<file path="config.mk">
export PLATFORM = sky130hd
export DESIGN_NAME = lcd_com_timing
export DESIGN_NICKNAME = d
export VERILOG_FILES = /design/src/rtl/lcdcom_pkg.sv /design/src/rtl/lcdcom_prescaler.sv /design/src/rtl/lcdcom_sequencer.sv /design/src/rtl/lcdcom_encoder.sv /design/src/rtl/lcd_com_timing.sv
export SDC_FILE = /design/constraint.sdc
export NUM_CORES = 1
export LEC_CHECK = 0
export BUFFER_PORTS_ARGS = -buffer_cell sky130_fd_sc_hd__buf_2
export CAP_MARGIN = 30
export CORE_AREA = 4 4 41 43
export CTS_BUF_LIST = sky130_fd_sc_hd__clkbuf_2 sky130_fd_sc_hd__clkbuf_4 sky130_fd_sc_hd__clkbuf_8
export DETAILED_ROUTE_END_ITERATION = 10
export DIE_AREA = 0 0 45 47
export PLACE_DENSITY_LB_ADDON = 0.15
export SLEW_MARGIN = 30
export SYNTH_ARGS = -nofsm -noshare
export SYNTH_HDL_FRONTEND = slang
export SYNTH_SLANG_ARGS = --single-unit
</file>
<file path="constraint.sdc">
create_clock -name clk -period 1.5 [get_ports clk]
set_clock_uncertainty 0.05 [all_clocks]
set_input_delay 0.075 -clock clk [delete_from_list [all_inputs] [get_ports clk]]
set_output_delay 0.075 -clock clk [all_outputs]
set_load 0.005 [all_outputs]
</file>
<file path="src/rtl/lcdcom_pkg.sv">
package lcdcom_pkg;

    localparam int COM_LINES = 2;

    typedef enum logic [1:0] {
        COM_LOW  = 2'b00,
        COM_MID  = 2'b01,
        COM_HIGH = 2'b10
    } com_code_e;

    typedef enum logic {
        PH_A = 1'b0,
        PH_B = 1'b1
    } phase_e;

    typedef struct packed {
        phase_e phase;
        logic   pol;
    } subframe_t;

    // Active-level code for a common given the drive polarity.
    function automatic com_code_e drive_level(input logic pol);
        return pol ? COM_HIGH : COM_LOW;
    endfunction

    // Map the step counter to phase and polarity for the selected mode.
    function automatic subframe_t decode_step(input logic [1:0] step, input logic duty);
        subframe_t sf;
        if (duty) begin
            sf.phase = phase_e'(step[0]);
            sf.pol   = step[1];
        end else begin
            sf.phase = PH_A;
            sf.pol   = step[0];
        end
        return sf;
    endfunction

endpackage

</file>
<file path="src/rtl/lcdcom_prescaler.sv">
module lcdcom_prescaler #(
    parameter int DIV_SHORT = 64,
    parameter int DIV_LONG  = 128
) (
    input  logic clk,
    input  logic rst,
    input  logic src_ext,
    input  logic int_tick,
    input  logic ext_tick,
    input  logic div_long,
    input  logic clear,
    output logic stage_done
);
    localparam int CW = $clog2(DIV_LONG);
    localparam logic [CW-1:0] LIM_SHORT = CW'(DIV_SHORT - 1);
    localparam logic [CW-1:0] LIM_LONG  = CW'(DIV_LONG - 1);

    logic [CW-1:0] count;
    logic [CW-1:0] limit;
    logic          tick;
    logic          at_end;

    assign tick       = src_ext ? ext_tick : int_tick;
    assign limit      = div_long ? LIM_LONG : LIM_SHORT;
    assign at_end     = (count >= limit);
    assign stage_done = tick && at_end && !clear;

    always_ff @(posedge clk) begin
        if (rst || clear) begin
            count <= '0;
        end else if (tick) begin
            count <= at_end ? '0 : count + 1'b1;
        end
    end
endmodule

</file>
<file path="src/rtl/lcdcom_sequencer.sv">
module lcdcom_sequencer (
    input  logic       clk,
    input  logic       rst,
    input  logic       slave_mode,
    input  logic       sync_in,
    input  logic       advance,
    output logic [1:0] step,
    output logic       realign
);
    logic sync_prev;

    assign realign = slave_mode && sync_in && !sync_prev;

    always_ff @(posedge clk) begin
        if (rst) begin
            sync_prev <= 1'b1;
            step      <= 2'd0;
        end else begin
            sync_prev <= sync_in;
            if (realign) begin
                step <= 2'd0;
            end else if (advance) begin
                step <= step + 2'd1;
            end
        end
    end
endmodule

</file>
<file path="src/rtl/lcdcom_encoder.sv">
module lcdcom_encoder
    import lcdcom_pkg::*;
(
    input  logic                        duty_mode,
    input  logic                        slave_mode,
    input  logic [1:0]                  step,
    output logic [COM_LINES-1:0][1:0]   com_codes,
    output logic                        phase_b,
    output logic                        polarity,
    output logic                        sync_out
);
    subframe_t sf;

    assign sf       = decode_step(step, duty_mode);
    assign phase_b  = (sf.phase == PH_B);
    assign polarity = sf.pol;
    assign sync_out = duty_mode && !slave_mode && (step == 2'd0);

    for (genvar i = 0; i < COM_LINES; i++) begin : g_com
        assign com_codes[i] = !duty_mode ? drive_level(sf.pol)
                            : (sf.phase == phase_e'(i)) ? drive_level(sf.pol)
                            : COM_MID;
    end
endmodule

</file>
<file path="src/rtl/lcd_com_timing.sv">
module lcd_com_timing #(
    parameter int DIV_SHORT = 64,
    parameter int DIV_LONG  = 128
) (
    input  logic       clk,
    input  logic       rst,
    input  logic       src_ext,
    input  logic       int_tick,
    input  logic       ext_tick,
    input  logic       div_long,
    input  logic       duty_mode,
    input  logic       slave_mode,
    input  logic       sync_in,
    output logic [1:0] com_a,
    output logic [1:0] com_b,
    output logic       phase_b,
    output logic       polarity,
    output logic       sync_out
);
    import lcdcom_pkg::*;

    logic                       stage_done;
    logic                       realign;
    logic [1:0]                 step;
    logic [COM_LINES-1:0][1:0]  com_codes;

    lcdcom_prescaler #(
        .DIV_SHORT (DIV_SHORT),
        .DIV_LONG  (DIV_LONG)
    ) u_pre (
        .clk        (clk),
        .rst        (rst),
        .src_ext    (src_ext),
        .int_tick   (int_tick),
        .ext_tick   (ext_tick),
        .div_long   (div_long),
        .clear      (realign),
        .stage_done (stage_done)
    );

    lcdcom_sequencer u_seq (
        .clk        (clk),
        .rst        (rst),
        .slave_mode (slave_mode),
        .sync_in    (sync_in),
        .advance    (stage_done),
        .step       (step),
        .realign    (realign)
    );

    lcdcom_encoder u_enc (
        .duty_mode  (duty_mode),
        .slave_mode (slave_mode),
        .step       (step),
        .com_codes  (com_codes),
        .phase_b    (phase_b),
        .polarity   (polarity),
        .sync_out   (sync_out)
    );

    assign com_a = com_codes[0];
    assign com_b = com_codes[1];
endmodule

</file>
* After elaboration in Yosys (flattened, before gate mapping)
Index checks and enable logic that the tools add are counted.
** Word-level totals
- Register bits :: 10
- Bits of input ports :: 9
- Word-level logic and storage cells :: 27
- Output and inout port bits :: 7
** Operators by class
- Reduce and logical (&&, ||, !) cells :: 12
- Order comparisons :: 1
- Muxes and demuxes :: 9
- Add/sub/neg operators :: 2
** Operators with widths (count)
- 7-bit 2-to-1 mux :: 2
- 2-bit 2-to-1 mux :: 6
- 7-bit by 1-bit adder with 7-bit output, second input constant :: 1
- 7-bit >= comparator :: 1
- 1-bit logical AND :: 6
- 1-bit zero test :: 3
- 2-bit by 1-bit adder with 2-bit output, second input constant :: 1
- 2-bit zero test :: 1
- 2-bit OR reduction :: 1
- 1-bit logical OR :: 1
- 1-bit 2-to-1 mux :: 1

* Longest topological paths before layout
- Depth in word-level cells :: 4
- Gate-level depth with buffers :: 5

* By module
Synthesis repeated with hierarchy kept, for this count alone.
** Unflattened totals
- Cells, all modules :: 60
- Area, all modules :: 570.5 sq um
** By module, submodules not included
- lcdcom_prescaler :: area each 377.9 sq um, instances 1, cells an instance 39, sequential area each 140.1 sq um
- lcdcom_sequencer :: area each 123.9 sq um, instances 1, cells an instance 10, sequential area each 60.1 sq um
- lcdcom_encoder :: area each 68.8 sq um, instances 1, cells an instance 11, sequential area each 0.0 sq um

* Worst setup path before layout
OpenSTA, ideal clock, no wires.
- Kind :: reg-to-reg
- From :: reg u_pre.count[0]
- To :: reg u_pre.count[0]
- Stages on the path, launching flop included :: 6
- Setup slack :: 157 ps
- Setup time :: 130 ps
- Path buffers :: 0
- Period minus slack after synthesis :: 1343 ps
- Arrival time :: 1162 ps
- Data required time :: 1320 ps
- Path through :: dfxtp_1 -> ha_1 -> a21o_1 -> a31oi_4 -> o21ai_1 -> nor2_1
** Between the ends
- Cells in the longest elaborated chain, start to end :: 2
** RTL lines
- start, declared :: line lcdcom_prescaler.sv:18 : logic [CW-1:0] count;
- start signal, assigned :: line lcdcom_prescaler.sv:32 : count <= at_end ? '0 : count + 1'b1;
- 7-bit by 1-bit adder with 7-bit output or 7-bit >= comparator (tied branches) :: line lcdcom_prescaler.sv:32, lcdcom_prescaler.sv:25
- 7-bit 2-to-1 mux * :: line lcdcom_prescaler.sv:32
Every way passes the cells marked *; elsewhere a longest branch is shown, timed or not.
A chain may end at the register's enable or synchronous reset.

* Worst setup path after layout
- From :: in rst
- To :: reg u_seq.sync_prev
** RTL lines
- start, declared :: line lcd_com_timing.sv:6 : input logic rst,
- end signal, assigned :: line lcdcom_sequencer.sv:19 : sync_prev <= sync_in;
- end, declared :: line lcdcom_sequencer.sv:10 : logic sync_prev;
No word-level cell between the ends.

==> out/qor.yml <==
hold_path:
  hold_start: "sync_in"
  whs_path_depth: 3
  hold_class: "in -> reg"
  whs_endpoint: "u_seq.step[0]"
cells_and_area:
  drive_gt1_share_pct: 33.3
  fillers: 125
  mostFrequentLayoutCell: "buf_2"
  antenna_cells: 0
  fin_cells: 99
  final_util_pct: 54.9
  final_cell_mix: "buf_2 (15), dfxtp_1 (10), nand2_1 (6), nor2_1 (6), xor2_1 (5)"
  syn_to_final_growth_pct: 32.8
  finalNetCount: 97
power:
  power.leakage_nw: 0.345
  powerDensity_nw_per_um2: 826
  ir_drop_uv: 543
worst_setup_path:
  end_kind: "flip-flop"
  path_class: "in -> reg"
  required_ns: 1.61
  worstReg2RegStart: "u_pre.count[1]"
  worst-path-buf-inv: 3
  crit_fanout: 2
  rr_worst_depth: 5
  path_cells: "dlygate4sd3_1, buf_2, or2_2, dlygate4sd3_1"
  max_stage_delay_ns: 0.55
  worst_path_most_repeated_cell: "dlygate4sd3_1"
  slowest_stage: "dlygate4sd3_1"
  crit_family: "buffers and inverters"
  cp.arrival_ns: 1.54
  regToRegEndpoint: "u_seq.step[0]"
  ff2ff_setup_slack_ns: 0.15
  start_kind: "primary input"
detailed_routing:
  dr.pass1.iters: 2
  drt_iter0_drc: 3
  antenna_left: 0
  viasPerCell: 5.00
  drc_errors: 0
  vias: 495
  wl_per_cell_um: 10.4
  wirelength_um: 1030
synth:
  synth_top_area_share_pct: 37.2
  syn_nets: 72
  synthCells: 60
  ys_types: 28
  yosysWarnings: 0
  yosys.area.top_type: "dfxtp_1"
  syn_area_um2: 538
  synth.avg_cell_area_um2: 8.97
  synth.yosys.seq_area_share_pct: 37.2
  yosys-top-cells-area: "dfxtp_1 (37%), xor2_1 (8.1%), ha_1 (7.0%), nand2_1 (4.2%), nor2_1 (4.2%)"
  synth-seq-cells: 10
floorplan:
  ios: 16
  initial_core_util_pct: 41.3
  num_rows: 13
  die_w_um: 45
  fp.dieH_um: 47
  die_area_um2: 2120
  core_area_um2: 1300
sta:
  rsz0062_at_grt: "no"
  hold_violations: 0
  slew_viol_final: 0
  setup_violations: 0
  max_freq_mhz: 697
  worstMarginPinSlew_ns: 0.412
  setup_slack_ns: 0.0652
  maxSlewHeadroom_pct: 71.7
  min_period_ns: 1.43
  hold_ws_ns: 0.165
  finalCritPeriodShare_pct: 95.7
place:
  post-dp-hpwl_um: 800
  dp.cells: 93
  io_buffers: 15
  post-place-ws_ns: -0.0108
  gp_congestion: 0.714
cts:
  cts-root-buf: "clkbuf_4"
  path_clk_slew_ns: 0.06
  post_cts.repair.setup_buffers: 0
  clk-insertion-delay-late_ns: 0.27
  cts.sinks: 10
  cts_made_buffers: 3
  htreeDepth: 1
  cts_tree: "yes"
  clk_path_buf_depth: 2
grt:
  antenna_found_initial: 0
  grt_max_degree: 9
  grt_pass1_vias: 431
  grt_overflow: 0
  grtUsageTotal_pct: 11.4
  grt_pass1_wl_um: 1700
job:
  cap_violations: 0
status:
  outcome: "finished clean"
-- how the worst max path moves through the flow --
| stage | start | endpoint | cells past startpoint | slack, ns |
|---|---|---|---|---|
| 5_1_grt | rst | u_seq.sync_prev | 4 | 0.03 |
| 6_report | rst | u_seq.sync_prev | 4 | 0.07 |
| 4_1_cts | rst | u_seq.sync_prev | 4 | 0.08 |
| 2_1_floorplan | u_pre.count[0] | u_pre.count[0] | 5 | 0.16 |
| 3_3_place_gp | u_pre.count[1] | u_pre.count[0] | 5 | 0.07 |
| 3_5_place_dp | u_pre.count[1] | u_pre.count[2] | 5 | -0.01 |
-- stage by stage --
step / power, mW / setup TNS (ns) / cell area [um2]
2_1_floorplan: 0.320 / 0 / 538
3_3_place_gp: 0.349 / 0 / 654
3_5_place_dp: 0.349 / -0.0108 / 654
4_1_cts: 0.598 / 0 / 714
5_1_grt: 0.617 / 0 / 714
6_report: 0.590 / 0 / 714
-- worst register-to-register path: stages (launching register included) --
cell,delay [ns]
dfxtp_1,0.37
ha_1,0.18
a21o_1,0.13
a31oi_4,0.11
or3_1,0.32
a21boi_1,0.13
-- where the power goes --
part           leakage, nW  internal [mW]  switching (mW)
registers           0.0812          0.273         0.00485
logic                0.243         0.0359          0.0349
clock network       0.0210          0.148          0.0934
-- cell type report --
| cell class | instances | area (um2) | share of cell area [%] |
|---|---|---|---|
| well taps | 15 | 18.8 | 2.63 |
| repair buffers | 21 | 125 | 17.5 |
| clock buffers | 4 | 36.3 | 5.08 |
| multi-input cells | 45 | 319 | 44.7 |
| inverters | 4 | 15.0 | 2.10 |
| flip-flops and latches | 10 | 200 | 28.0 |
-- cell families after synthesis --
logic type	share of synthesized area, %
simple gates	24.0
flops	37.2
buf+inv	4.19
compound gates	14.0
mux	3.95
fa+ha+maj	6.98
xor+xnor	9.77
-- routing by layer --
metal | part of all wire [%] | global-route usage [%] | up-vias
met3 | 7.7 | 2.30 | 4
met5 | 0 | 0 | -
met1 | 45 | 12.4 | 218
li1 | - | - | 257
met4 | 2.8 | 10.5 | 0
met2 | 44 | 18.6 | 16
-- synthesized netlist by cell type --
master and number:
a21boi_1 1, a21o_1 1, a21oi_1 2, a31oi_1 1
a31oi_4 1, and2_1 1, and3_1 1, and3b_1 1
and4_4 1, buf_4 1, dfxtp_1 10, ha_1 3
inv_1 4, mux2_2 1, mux2i_1 1, nand2_1 6
nand3_1 1, nand4_1 2, nand4b_1 1, nor2_1 6
nor2b_1 2, o211ai_1 1, o21ai_0 2, o21ai_1 1
or2_2 1, or3_1 1, xnor2_1 1, xor2_1 5
-- sequential cells by signal, indices dropped and copies added (netlist names) --
name             count
u_seq.step           2
u_pre.count          7
u_seq.sync_prev      1
-- repair_timing --
action | 4_1_cts | 5_1_grt
gates resized for setup | 1 | 0
hold buffers | 2 | 0
endpoints found under the hold margin | 1 | 0
endpoints found under the setup margin | 4 | 0
Power figures use the tool's default switching activity.
